**src/rtl/aig_pkg.sv**
```systemverilog
package aig_pkg;
  localparam int WORD_W = 25;
  localparam int ADDR_W = 15;
  localparam int M_W    = 10;
  localparam int SEL_W  = 4;
  localparam int BND_W  = 5;

  typedef enum logic [1:0] {
    CW_CHAIN = 2'd0,
    CW_PLAIN = 2'd1,
    CW_FSEL  = 2'd2
  } cw_kind_e;

  typedef enum logic {
    ST_IDLE  = 1'b0,
    ST_FETCH = 1'b1
  } walk_st_e;
endpackage

```
**src/rtl/aig_idx_file.sv**
```systemverilog
module aig_idx_file
  import aig_pkg::*;
#(
  parameter int NUM_IDX = 9
) (
  input  logic              clk,
  input  logic              rst_n,
  input  logic              we,
  input  logic [SEL_W-1:0]  wsel,
  input  logic [ADDR_W-1:0] wdata,
  input  logic [SEL_W-1:0]  rsel,
  output logic [ADDR_W-1:0] rdata
);
  localparam int SLOTS = 1 << SEL_W;

  logic [ADDR_W-1:0] slot [SLOTS];

  assign slot[0] = '0;

  for (genvar i = 1; i < SLOTS; i++) begin : g_slot
    if (i <= NUM_IDX) begin : g_real
      logic [ADDR_W-1:0] q;
      logic              en;
      assign en = we && (wsel == SEL_W'(i));
      always_ff @(posedge clk or negedge rst_n) begin
        if (!rst_n)  q <= '0;
        else if (en) q <= wdata;
      end
      assign slot[i] = q;
    end else begin : g_absent
      assign slot[i] = '1;
    end
  end

  assign rdata = slot[rsel];
endmodule

```
**src/rtl/aig_word_decode.sv**
```systemverilog
module aig_word_decode
  import aig_pkg::*;
(
  input  logic [WORD_W-1:0] word,
  input  logic              is_instr,
  output logic [ADDR_W-1:0] base,
  output logic [SEL_W-1:0]  sel,
  output cw_kind_e          kind,
  output logic [BND_W-1:0]  left_b,
  output logic [BND_W-1:0]  right_b
);
  logic ind_bit;
  logic code_nz;

  assign ind_bit = word[24];
  assign code_nz = |word[19:17];
  assign sel     = word[23:20];
  assign left_b  = word[19:15];
  assign right_b = word[14:10];

  always_comb begin
    if (ind_bit)      kind = CW_CHAIN;
    else if (code_nz) kind = CW_FSEL;
    else              kind = CW_PLAIN;
  end

  always_comb begin
    if (is_instr || ind_bit || code_nz) base = {{(ADDR_W-M_W){1'b0}}, word[M_W-1:0]};
    else                                base = word[ADDR_W-1:0];
  end
endmodule

```
**src/rtl/aig_addr_add.sv**
```systemverilog
module aig_addr_add
  import aig_pkg::*;
(
  input  logic [ADDR_W-1:0] base,
  input  logic [ADDR_W-1:0] idx,
  output logic [ADDR_W-1:0] sum
);
  logic [ADDR_W:0] full;
  assign full = {1'b0, base} + {1'b0, idx};
  assign sum  = full[ADDR_W-1:0];
endmodule

```
**src/rtl/eff_addr_gen.sv**
```systemverilog
module eff_addr_gen
  import aig_pkg::*;
#(
  parameter int NUM_IDX   = 9,
  parameter int MAX_DEPTH = 64,
  parameter int CNT_W     = $clog2(MAX_DEPTH + 1)
) (
  input  logic              clk,
  input  logic              rst_n,
  input  logic              start,
  input  logic [24:0]       instr,
  output logic              busy,
  output logic              mem_req,
  output logic [14:0]       mem_addr,
  input  logic              mem_ack,
  input  logic [24:0]       mem_rdata,
  input  logic              idx_we,
  input  logic [3:0]        idx_wsel,
  input  logic [14:0]       idx_wdata,
  output logic              done,
  output logic [14:0]       op_addr,
  output logic              fsel,
  output logic [4:0]        fsel_left,
  output logic [4:0]        fsel_right,
  output logic [CNT_W-1:0]  extra_cycles,
  output logic              chain_err
);
  localparam logic [CNT_W-1:0] DEPTH_LIM = CNT_W'(MAX_DEPTH);

  walk_st_e          st_q, st_n;
  logic [ADDR_W-1:0] addr_q, addr_n;
  logic [CNT_W-1:0]  cnt_q, cnt_n, cnt_inc;
  logic              done_n;
  logic              load_res;
  logic [ADDR_W-1:0] res_addr_n;
  logic              res_fsel_n, res_err_n;
  logic [BND_W-1:0]  res_l_n, res_r_n;
  logic [CNT_W-1:0]  res_cnt_n;

  logic [WORD_W-1:0] src_word;
  logic [ADDR_W-1:0] dec_base, idx_val, sum;
  logic [SEL_W-1:0]  dec_sel;
  cw_kind_e          dec_kind;
  logic [BND_W-1:0]  dec_l, dec_r;
  logic              in_idle;

  assign in_idle  = (st_q == ST_IDLE);
  assign src_word = in_idle ? instr : mem_rdata;

  aig_word_decode u_dec (
    .word     (src_word),
    .is_instr (in_idle),
    .base     (dec_base),
    .sel      (dec_sel),
    .kind     (dec_kind),
    .left_b   (dec_l),
    .right_b  (dec_r)
  );

  aig_idx_file #(.NUM_IDX(NUM_IDX)) u_idx (
    .clk   (clk),
    .rst_n (rst_n),
    .we    (idx_we),
    .wsel  (idx_wsel),
    .wdata (idx_wdata),
    .rsel  (dec_sel),
    .rdata (idx_val)
  );

  aig_addr_add u_add (
    .base (dec_base),
    .idx  (idx_val),
    .sum  (sum)
  );

  assign cnt_inc = cnt_q + 1'b1;

  always_comb begin
    st_n       = st_q;
    addr_n     = addr_q;
    cnt_n      = cnt_q;
    done_n     = 1'b0;
    res_addr_n = sum;
    res_fsel_n = 1'b0;
    res_err_n  = 1'b0;
    res_l_n    = '0;
    res_r_n    = '0;
    res_cnt_n  = '0;
    unique case (st_q)
      ST_IDLE: begin
        if (start) begin
          if (src_word[24]) begin
            st_n   = ST_FETCH;
            addr_n = sum;
            cnt_n  = '0;
          end else begin
            done_n = 1'b1;
          end
        end
      end
      ST_FETCH: begin
        if (mem_ack) begin
          res_cnt_n = cnt_inc;
          unique case (dec_kind)
            CW_CHAIN: begin
              if (cnt_inc == DEPTH_LIM) begin
                done_n    = 1'b1;
                res_err_n = 1'b1;
                st_n      = ST_IDLE;
              end else begin
                addr_n = sum;
                cnt_n  = cnt_inc;
              end
            end
            CW_FSEL: begin
              done_n     = 1'b1;
              res_fsel_n = 1'b1;
              res_l_n    = dec_l;
              res_r_n    = dec_r;
              st_n       = ST_IDLE;
            end
            default: begin
              done_n = 1'b1;
              st_n   = ST_IDLE;
            end
          endcase
        end
      end
      default: st_n = ST_IDLE;
    endcase
  end

  assign load_res = done_n;

  always_ff @(posedge clk or negedge rst_n) begin
    if (!rst_n) begin
      st_q   <= ST_IDLE;
      addr_q <= '0;
      cnt_q  <= '0;
      done   <= 1'b0;
    end else begin
      st_q   <= st_n;
      addr_q <= addr_n;
      cnt_q  <= cnt_n;
      done   <= done_n;
    end
  end

  always_ff @(posedge clk or negedge rst_n) begin
    if (!rst_n) begin
      op_addr      <= '0;
      fsel         <= 1'b0;
      fsel_left    <= '0;
      fsel_right   <= '0;
      extra_cycles <= '0;
      chain_err    <= 1'b0;
    end else if (load_res) begin
      op_addr      <= res_addr_n;
      fsel         <= res_fsel_n;
      fsel_left    <= res_l_n;
      fsel_right   <= res_r_n;
      extra_cycles <= res_cnt_n;
      chain_err    <= res_err_n;
    end
  end

  assign busy     = (st_q == ST_FETCH);
  assign mem_req  = busy;
  assign mem_addr = addr_q;
endmodule

```
**config.mk**
```make
export PLATFORM = sky130hd
export DESIGN_NAME = eff_addr_gen
export DESIGN_NICKNAME = d
export VERILOG_FILES = /design/src/rtl/aig_pkg.sv /design/src/rtl/aig_idx_file.sv /design/src/rtl/aig_word_decode.sv /design/src/rtl/aig_addr_add.sv /design/src/rtl/eff_addr_gen.sv
export SDC_FILE = /design/constraint.sdc
export NUM_CORES = 1
export LEC_CHECK = 0
export CAP_MARGIN = 20
export CORE_MARGIN = 8
export CORE_UTILIZATION = 45
export DETAILED_ROUTE_END_ITERATION = 7
export PLACE_DENSITY = 0.7
export REMOVE_ABC_BUFFERS = 1
export SLEW_MARGIN = 20
export SYNTH_ARGS = -nofsm -noshare
export SYNTH_HDL_FRONTEND = slang
export SYNTH_HIERARCHICAL = 1
export SYNTH_SLANG_ARGS = --single-unit
```
**constraint.sdc**
```tcl
create_clock -name clk -period 11.7 [get_ports clk]
set_input_delay 3.51 -clock clk [delete_from_list [all_inputs] [get_ports clk]]
set_output_delay 3.51 -clock clk [all_outputs]
set_load 0.01 [all_outputs]
```
==> results.json <==
{
  "fin_crit_sh_pct": 64.0,
  "reg2reg_from": "busy",
  "ctsHtreeMaxLevel": 4,
  "clk_path_buf_depth": 2,
  "synth.top_cell.area_share_pct": 48.4,
  "postCtsSetupRepairBufs": 0,
  "drt_drc_violations_left": 0,
  "synth_area_leaders": "dfrtp_1, mux2_2, mux2_4, a221oi_1, buf_4",
  "crit_path_max_fanout": 33,
  "crit_type": "input pin to flip-flop",
  "synth.yosys.warnings": 6,
  "floorplan.die.height_um": 165,
  "synth_top_area_cell": "dfrtp_1",
  "maxCapViolCount": 0,
  "drt_pass_1_iters": 5,
  "initialDrtViolationCount": 407,
  "grt-ovfl-total": 0,
  "worst_setup_path_endpoint": "op_addr[12]",
  "placement.io_buffers": 125,
  "critical_path_required_ns": 12.02,
  "gp_congestion": 0.815,
  "synth_seq_area_share_pct": 48.4,
  "grt_setup_unrepaired": "no",
  "hold_path_class": "flip-flop to flip-flop",
  "worst_setup_path_end_kind": "flip-flop",
  "max_slew.worst_pin.slew_ns": 1.15,
  "pin_count_of_the_biggest_net_entering_global_routing": 127,
  "n_antenna_cell": 0,
  "synth-seq-cells": 193,
  "grt_first_pass_wirelength_mm": 37.5,
  "synthesis.area_um2": 9980,
  "worst_r2r_endpoint": "op_addr[12]",
  "layout.nets": 928,
  "wl_per_cell_um": 20.7,
  "routed-via-count": 6422,
  "syn_to_final_growth_pct": 18.6,
  "avgViaCountPerCell": 5.68,
  "core_area_um2": 21800,
  "synth.avg_cell_area_um2": 13.3,
  "number_of_pins_exceeding_their_max_slew_limit_in_the_final_report": 0,
  "cts.hold.buffers_added": 0,
  "placed_cell_area_um2": 11200,
  "cellPowerDensity_nw_per_um2": 236,
  "synth_enable_flop_cells": 0,
  "chipWidth_um": 165,
  "synth-async-reset-ratio_pct": 100,
  "placedCellCount": 1098,
  "netlist_instances": 751,
  "maxSlewHeadroom_pct": 23.4,
  "number_of_global_route_vias_before_repair": 6593,
  "final_core_utilization_pct": 54.2,
  "tritoncts": "yes",
  "crit_path_start": "instr[20]",
  "crit_arrival_ns": 7.81,
  "final_hold_viol_count": 0,
  "worst_clock_skew_ns": 0.00751,
  "sink_count_of_the_clock_tree": 193,
  "io_pins": 126,
  "finish.instance_area_um2": 11800,
  "reg2reg_depth": 12,
  "rrSetupSlack_ns": 6.92,
  "globalRouteTotalUtil_pct": 17.6,
  "post_cts.resized_instances": 0,
  "initial_antenna_violation_count": 0,
  "synth_commonest_cells": "mux2_2, dfrtp_1, a221oi_1, mux2_4, buf_4",
  "post-synth-top-count-cell": "mux2_2",
  "max_clock_freq_mhz": 133,
  "cts_root_buf": "clkbuf_16",
  "min_period_ns": 7.49,
  "setup_violations": 0,
  "antenna_left": 0,
  "die_area_um2": 27200,
  "layout_cell_share_with_drive_strength_beyond_1_pct": 34.8,
  "routed_wl_mm": 23.4,
  "cts_buffers": 17,
  "synth_cell_type_count": 59,
  "layout.cells.non_filler": 1131,
  "rows": 54,
  "ys.flop_type": "dfrtp_1",
  "clk_transition_reported_paths_ns": 0.07,
  "initial_core_util_pct": 45.7,
  "ir_worst_vdd_uv": 122,
  "dp_hpwl_mm": 16.0,
  "leakage_nw": 5.15,
  "totalNegativeSetupSlack_ns": 0,
  "clock_network_latency_to_the_later_pin_of_the_worst_skew_pair_ns": 0.43,
  "run_status": "finished clean",
  "timing.critical_path.from_type": "input pin"
}
==> routing by layer <==
layer | share of wire [%] | wire length, µm | global-route usage, %
met1 | 47 | 11000 | 24.9
met3 | 6.6 | 1550 | 4.31
met4 | 0.88 | 205 | 4.14
met2 | 46 | 10700 | 26.9
met5 | 0 | 0 | 0
==> area by class of cell <==
class	instances	area (µm²)
Clock inverter	11	105
Clock buffer	21	470
Timing Repair Buffer	134	1340
Tap cell	280	350
Fill cell	1825	9990
Inverter	7	26.3
Multi-Input combinational cell	485	4710
Sequential cell	193	4830
==> power by group <==
| group | total (W) | internal (W) | switching, W |
|---|---|---|---|
| combinational | 0.00125 | 0.000661 | 0.000587 |
| sequential | 0.000973 | 0.000861 | 0.000112 |
| clock | 0.000571 | 0.000312 | 0.000259 |
==> cells in the final DEF (no fill, tap or decap), drive strengths merged, types with 4 or more instances in the layout <==
cell type / n
o21ai: 9
clkinv: 7
dfrtp: 193
nand3b: 4
mux2i: 18
clkdlybuf4s50: 124
inv: 9
xor2: 5
a21oi: 14
a21o: 8
ha: 15
nand3: 5
mux2: 234
clkbuf: 22
a22o: 19
nand2: 17
and3: 10
xnor2: 12
nor2: 21
o22ai: 15
nor3: 4
a221oi: 31
buf: 9
nor2b: 4
==> per-stage QoR <==
stage                     power [W]  setup slack [ns]  hold WS [ns]
final                       0.00279              4.21         0.476
after global routing        0.00297              3.88         0.508
after CTS                   0.00281              4.26         0.480
after detailed placement    0.00223              3.82         0.464
after global placement      0.00221              3.55         0.462
after floorplan             0.00179              4.68         0.475
==> cell families (layout without fill, tap and decap cells) <==
group | after synthesis | after routing | share of synthesized area, %
DFF | 193 | 193 | 48.4
xor gates and xnor gates | 17 | 17 | 1.49
muxes | 252 | 252 | 29.3
AOI/OAI and AO/OA | 117 | 117 | 9.22
adders and majority gates | 16 | 16 | 2.08
and+or+nand+nor | 83 | 83 | 4.93
buffers and inverters | 73 | 173 | 4.54
==> state kept, by name, summed over array words and instances (netlist names) <==
| name | flops |
|---|---|
| u_idx/g_slot.g_real.q | 135 |
| mem_addr | 15 |
| op_addr | 15 |
| cnt_q | 7 |
| extra_cycles | 7 |
| fsel_left | 5 |
| fsel_right | 5 |
| busy | 1 |
| chain_err | 1 |
| done | 1 |
| fsel | 1 |
==> critical path: stages <==
cell and delay [ns]:
clkdlybuf4s50_1 0.45, mux2_2 0.13, buf_4 0.43, nand2b_1 0.75, o22ai_1 0.30, a221oi_1 0.38
ha_1 0.36, a21oi_1 0.26, nand2_1 0.10, o32ai_1 0.51, o21bai_1 0.17, xor2_1 0.17
mux2_4 0.27
==> worst min-delay path by stage <==
| stage | start | to | slack [ns] | cells past startpoint |
|---|---|---|---|---|
| floorplan | u_idx/g_slot[6].g_real.q[0] | u_idx/g_slot[6].g_real.q[0] | 0.47 | 1 |
| global placement | fsel | fsel | 0.46 | 1 |
| global route | fsel | fsel | 0.51 | 1 |
| CTS | fsel | fsel | 0.48 | 1 |
| finish | fsel | fsel | 0.48 | 1 |
| detailed placement | fsel | fsel | 0.46 | 1 |
Power figures use the tool's default switching activity.
